<file path="config.mk">
export PLATFORM = sky130hd
export DESIGN_NAME = fetch_deadman
export DESIGN_NICKNAME = d
export VERILOG_FILES = /design/src/rtl/fetch_deadman.sv
export SDC_FILE = /design/constraint.sdc
export NUM_CORES = 1
export LEC_CHECK = 0
export ABC_AREA = 1
export BUFFER_PORTS_ARGS = -buffer_cell sky130_fd_sc_hd__buf_2
export CAP_MARGIN = 25
export CORE_MARGIN = 5
export CORE_UTILIZATION = 40
export DETAILED_ROUTE_END_ITERATION = 12
export GPL_TIMING_DRIVEN = 0
export MAX_ROUTING_LAYER = met4
export PLACE_DENSITY = 0.72
export SYNTH_ARGS = -nofsm -noshare
export SYNTH_HDL_FRONTEND = slang
export SYNTH_SLANG_ARGS = --single-unit
</file>
<file path="constraint.sdc">
create_clock -name clk -period 1.6 [get_ports clk]
set_input_delay 0 -clock clk [delete_from_list [all_inputs] [get_ports clk]]
set_output_delay 0 -clock clk [all_outputs]
set_load 0.02 [all_outputs]
</file>
<file path="src/rtl/fetch_deadman.sv">
module fetch_deadman #(
  parameter int PERIOD = 1000,
  parameter int WINDOW = 100,
  parameter int AW = 8,
  parameter int DW = 32
) (
  input  logic          clk,
  input  logic          por_n,
  input  logic          rst_n,
  input  logic [AW-1:0] bus_addr,
  input  logic [DW-1:0] bus_wdata,
  input  logic          bus_we,
  output logic [DW-1:0] bus_rdata,
  input  logic          fetch_strobe,
  input  logic          sleep,
  output logic          reset_req,
  output logic          reset_cause
);
  localparam int CW = $clog2(PERIOD + 1);
  localparam logic [CW-1:0] LAST = CW'(PERIOD);
  localparam logic [CW-1:0] OPEN_AT = CW'(PERIOD - WINDOW);
  localparam logic [AW-1:0] A_CTRL = AW'(8'h00);
  localparam logic [AW-1:0] A_ARM  = AW'(8'h10);
  localparam logic [AW-1:0] A_CLR  = AW'(8'h20);
  localparam logic [AW-1:0] A_STAT = AW'(8'h30);
  localparam logic [AW-1:0] A_CNT  = AW'(8'h40);
  localparam logic [AW-1:0] A_CAUS = AW'(8'h50);
  localparam logic [AW-1:0] A_PER  = AW'(8'h60);
  localparam logic [AW-1:0] A_WIN  = AW'(8'h70);

  logic          en, armed, frozen, ev_flag, err_arm, err_clr;
  logic [CW-1:0] cnt;

  wire live    = en & ~frozen;
  wire at_end  = (cnt == LAST);
  wire win     = (cnt >= OPEN_AT) & ~at_end;
  wire wr_arm  = live & bus_we & (bus_addr == A_ARM);
  wire wr_clr  = live & bus_we & (bus_addr == A_CLR);
  wire arm_ok  = bus_wdata[15:8] == 8'h40;
  wire clr_ok  = armed & (bus_wdata[7:0] == 8'h08) & win;
  wire bad_arm = wr_arm & ~arm_ok;
  wire bad_clr = wr_clr & ~clr_ok;
  wire good    = wr_clr & clr_ok;
  wire timeout = live & at_end;
  wire fire    = timeout | bad_arm | bad_clr;

  always_ff @(posedge clk or negedge rst_n) begin
    if (!rst_n) begin
      en        <= 1'b0;
      armed     <= 1'b0;
      frozen    <= 1'b0;
      ev_flag   <= 1'b0;
      err_arm   <= 1'b0;
      err_clr   <= 1'b0;
      reset_req <= 1'b0;
      cnt       <= '0;
    end else begin
      if (bus_we && bus_addr == A_CTRL && !frozen) en <= bus_wdata[15];
      if (good) cnt <= '0;
      else if (live && fetch_strobe && !sleep && !at_end) cnt <= cnt + 1'b1;
      if (wr_arm && arm_ok) armed <= 1'b1;
      else if (good) armed <= 1'b0;
      err_arm   <= err_arm | bad_arm;
      err_clr   <= err_clr | bad_clr;
      ev_flag   <= ev_flag | timeout;
      frozen    <= frozen | fire;
      reset_req <= fire;
    end
  end

  always_ff @(posedge clk or negedge por_n) begin
    if (!por_n) reset_cause <= 1'b0;
    else if (timeout) reset_cause <= 1'b1;
    else if (bus_we && bus_addr == A_CAUS && bus_wdata[5]) reset_cause <= 1'b0;
  end

  always_comb begin
    bus_rdata = '0;
    case (bus_addr)
      A_CTRL: bus_rdata[15] = en;
      A_STAT: begin
        bus_rdata[0] = win;
        bus_rdata[5] = ev_flag;
        bus_rdata[6] = err_clr;
        bus_rdata[7] = err_arm;
      end
      A_CNT:  bus_rdata = DW'(cnt);
      A_CAUS: bus_rdata[5] = reset_cause;
      A_PER:  bus_rdata = DW'(PERIOD);
      A_WIN:  bus_rdata = DW'(WINDOW);
      default: bus_rdata = '0;
    endcase
  end
endmodule

</file>
### Yosys cells after proc, flatten, opt, wreduce, memory -nomap -nowiden

Cells that the tools add are included.

| operators by class | value |
|---|---|
| $add $sub $neg | 1 |
| magnitude comparators | 1 |
| equality and inequality tests | 10 |
| muxes and demuxes | 12 |
| bitwise operators | 21 |
| reductions and logical operators | 16 |

Operators with widths:

| cell | number |
|---|---|
| equality test 8 x 7 -> 1 bit, second input constant | 5 |
| two-way mux 10 bit | 2 |
| equality test 8 x 6 -> 1 bit, second input constant | 2 |
| case mux 4 bit (3 select lines) | 1 |
| bitwise AND 1 bit | 11 |
| adder 10 x 1 -> 10 bit, second input constant | 1 |
| equality test 10 bit, second input constant | 1 |
| >= comparator 10 bit, second input constant | 1 |
| equality test 8 x 4 -> 1 bit, second input constant | 1 |
| equality test 8 x 5 -> 1 bit, second input constant | 1 |
| logical AND 1 bit | 8 |
| zero test 8 bit | 1 |
| case mux 2 bit (4 select lines) | 1 |
| bitwise OR 1 bit | 6 |
| nonzero test 2 bit | 3 |
| two-way mux 1 bit | 5 |
| inverter 1 bit | 4 |
| case mux 1 bit (4 select lines) | 1 |
| case mux 2 bit (2 select lines) | 1 |
| zero test 1 bit | 3 |
| case mux 1 bit (2 select lines) | 1 |
| OR reduction 2 bit | 1 |

| storage, ports and cells | value |
|---|---|
| register bits | 18 |
| input port bits | 46 |
| logic and storage cells | 70 |

### Depth between registers and ports, before layout

| logic depth | value |
|---|---|
| depth after elaboration | 8 |
| depth in mapped cells | 11 |

### Worst setup path after synthesis

No wires, ideal clock.

| timing path | value |
|---|---|
| path kind | register to output |
| start point | register cnt[0] |
| end point | output bus_rdata[0] |
| arrival time | 1.481 ns |
| required time | 1.600 ns |
| path slack | 0.119 ns |
| stages on the path, launching flop included | 8 |
| cell sequence | dfrtp_1 > inv_1 > ha_1 > inv_1 > nor2_1 > nand3_1 > nor2_1 > o31ai_1 |

| on the way | value |
|---|---|
| word-level cells in the longest chain between the ends | 4 |
| elaborated cells on any way between the ends | 5 |
| those cells by class | 1 x order compare; 1 x eq/ne; 1 x mux; 2 x bitwise |

Ends and longest elaborated chain:

| element | line | text |
|---|---|---|
| start, declared | 32 | `logic [CW-1:0] cnt;` |
| start signal, assigned | 60 | `else if (live && fetch_strobe && !sleep && !at_end) cnt <= cnt + 1'b1;` |
| branches (longest 3 deep; another with >= comparator 10 bit) | - |  |
| case mux 1 bit (2 select lines) * | 79 | `case (bus_addr)` |
| end, declared | 13 | `output logic [DW-1:0] bus_rdata,` |

Every way passes the cells marked *.

### Final worst setup path

| timing path | value |
|---|---|
| start point | register cnt[5] |
| end point | output bus_rdata[0] |

| on the way | value |
|---|---|
| word-level cells in the longest chain between the ends | 4 |
| elaborated cells on any way between the ends | 5 |
| those cells by class | 1 x order compare; 1 x eq/ne; 1 x mux; 2 x bitwise |

Ends and longest elaborated chain:

| element | line | text |
|---|---|---|
| branches (longest 2 deep; another with >= comparator 10 bit) | - |  |
| bitwise AND 1 bit * | 36 | `wire win = (cnt >= OPEN_AT) & ~at_end;` |
| case mux 1 bit (2 select lines) * | 79 |  |

Marked as above.

==> results.yml <==
status:
  status: "finished, final reports clean"
drt:
  num_vias: 1601
  routed_wl_um: 4090
  drc: 0
  vias_per_cell: 4.48
  antenna_left: 0
  dr.pass1.iters: 4
  dr.first_iter.drc_count: 156
  wl_per_cell_um: 11.5
cts:
  clkTransAtPathRegs_ns: 0.07
  clk-insertion-delay-late_ns: 0.25
  clk_path_buf_depth: 2
  numClockSinks: 18
  cts_tree: "done"
  htreeDepth: 1
  ctsRootBufferMaster: "clkbuf_8"
  cts_made_buffers: 3
setup_path:
  arrival_ns: 1.51
  critPathSlowestCell: "dfrtp_1"
  slowest_delay_ns: 0.48
  cp_cell_sequence: "inv_1 -> nand3_1 -> nand2_1 -> o31ai_2 -> buf_2"
  cp_max_fo: 6
  path_buf_inv: 2
  path_class: "reg -> out"
  crit_path_start: "cnt[5]"
  cp-end-kind: "output port"
  required_ns: 1.60
  r2r-start: "cnt[0]"
  critPathLaunchType: "flop"
  path_delay_family: "flip-flops"
placed_design:
  dp_hpwl_um: 3220
  gp_congestion: 0.893
  place_area_um2: 1910
  port_buffers: 42
floorplanning:
  die_area_um2: 5260
  start_util_pct: 42.1
  die_x_um: 72.6
  num_rows: 22
  die_h_um: 72.6
  ios: 80
  coreArea_um2: 3720
grt:
  grt-busiest-layer: "met2"
  grt_pass1_vias: 1368
  grt_use_total_pct: 15.3
  met1_usage_pct: 18.2
  overflow: 0
  use_met3_pct: 3.19
  antenna_found_initial: 0
  grt_pass1_wl_um: 6120
  gr-usage-met2_pct: 26.3
  grt_max_degree: 18
sta:
  fmax_ghz: 0.661
  fin_skew_ns: 0.00139
  finalCritPeriodShare_pct: 94.6
  min_period_ns: 1.51
  rsz0062_at_grt: "false"
  drv_slew: 0
  final_hold_viol_count: 0
  setup_viol: 0
  holdWs_ns: 0.0490
synth:
  yosysWarnings: 0
  synthTopCellsByArea: "dfrtp_1, nand2_1, buf_4, nor2_1, inv_1"
  syn-cell-area_um2: 1570
  ys_ff_latch: 18
  syn_area_per_cell_um2: 6.72
  netlist_instances: 233
  yosysTopAreaCellShare_pct: 28.8
  yosysSeqAreaShare_pct: 28.8
  ys_types: 31
  yosysTopAreaCell: "dfrtp_1"
layout:
  final_nets: 358
  finalInstanceArea_um2: 2070
  regArea_um2: 452
  drive_gt1_share_pct: 34.6
  multi_input_area_um2: 902
  syn_to_final_growth_pct: 32.2
  fillCellCount: 385
  antennaDiodeCount: 0
power_and_ir_drop:
  vdd_ir_drop_max_uv: 355
  cellPowerDensity_nw_per_um2: 484
  power_leakage_nw: 1.12
job:
  maxCapViolations: 0
hold_path:
  hp-class: "in -> async"
## metrics by stage
step                std cells  power (W)  TNS [ns]  utilization [%]  worst slack [ns]
floorplan                 253   0.000572         0                -             0.119
global route              357    0.00105         0             55.7            0.0106
global placement          343   0.000625    -0.282             51.4           -0.0588
detailed placement        343   0.000626    -0.342             51.4           -0.0632
CTS                       352    0.00101         0             54.2          0.000231
finish                    357    0.00100         0             55.7            0.0867
## report_power, final
part | internal [W] | switching [W] | leakage, nW
combinational | 0.0000730 | 0.0000959 | 0.903
clock | 0.000219 | 0.000157 | 0.0288
sequential | 0.000456 | 0.000000842 | 0.187
total | 0.000748 | 0.000254 | 1.12
## worst paths after layout
| path | depth (start not counted) | to | slack, ns |
|---|---|---|---|
| hold reg to reg | 2 | ev_flag | 0.45 |
| max in group asynchronous | 2 | cnt[0] | 1.11 |
| setup / recovery | 5 | bus_rdata[0] | 0.09 |
| setup reg to reg | 8 | cnt[0] | 0.13 |
| min in group clk | 4 | reset_cause | 0.06 |
| hold / removal | 2 | reset_cause | 0.05 |
## repair_timing
action                     CTS  global route
setup buffers                2             5
resized for setup            4             3
pin swaps                    2             1
hold endpoints to repair    19             0
hold buffers                 3             0
setup endpoints to repair    9             1
## final cells by class
type,count,area share [%]
Multi-Input combinational cell,176,43.6
Sequential cell,18,21.8
Timing Repair Buffer,52,14.1
Buffer,21,7.62
Inverter,38,7.26
Tap cell,48,2.90
Clock buffer,4,2.66
## layout by cell type, fill, tap and decap left out, types with 2 or more instances in the layout
cell type	instances
buf_2	42
buf_4	28
clkbuf_8	4
conb_1	21
dfrtp_1	17
dlygate4sd3_1	3
inv_1	28
inv_2	8
nand2_1	52
nand3_1	22
nand4_1	6
nor2_1	30
nor2_2	7
nor2_4	5
nor3_1	7
o211ai_1	2
o21ai_0	6
o21ai_1	3
## logic make-up after synthesis
| family | Yosys count | synth area share [%] |
|---|---|---|
| and+or+nand+nor | 137 | 43.6 |
| buffers and inverters | 59 | 19.7 |
| DFF | 18 | 28.8 |
| AOI/OAI and AO/OA | 15 | 5.60 |
| adders and majority gates | 2 | 1.60 |
| xor gates and xnor gates | 1 | 0.560 |
| other | 1 | 0.240 |
## registers in the layout, summed over array words and instances, names as in the netlist
name	count
en	1
err_clr	1
armed	1
frozen	1
reset_cause	1
reset_req	1
err_arm	1
cnt	10
ev_flag	1
## layer usage
| layer | vias to the layer above | wire, µm |
|---|---|---|
| li1 | 845 | - |
| met5 | - | 0 |
| met3 | 2 | 219 |
| met1 | 708 | 1710 |
| met4 | 0 | 38 |
| met2 | 46 | 2120 |
## synth_stat cells
library cell,n
nand2_1,52
nor2_1,31
inv_1,30
nand3_1,22
buf_4,21
dfrtp_1,18
nor3_1,7
inv_2,6
nand4_1,6
nor2_2,6
o21ai_0,6
nor2_4,5
o21ai_1,3
ha_1,2
o211ai_1,2
a21oi_1,1
a21oi_2,1
conb_1,1
inv_4,1
inv_6,1
nand2_2,1
nand2_4,1
nand2_8,1
nand3_2,1
nand3_4,1
nand4_2,1
nor3_2,1
nor4_1,1
o22ai_1,1
o31ai_1,1
xor2_1,1
No activity file was read; power rests on OpenSTA's default activity.
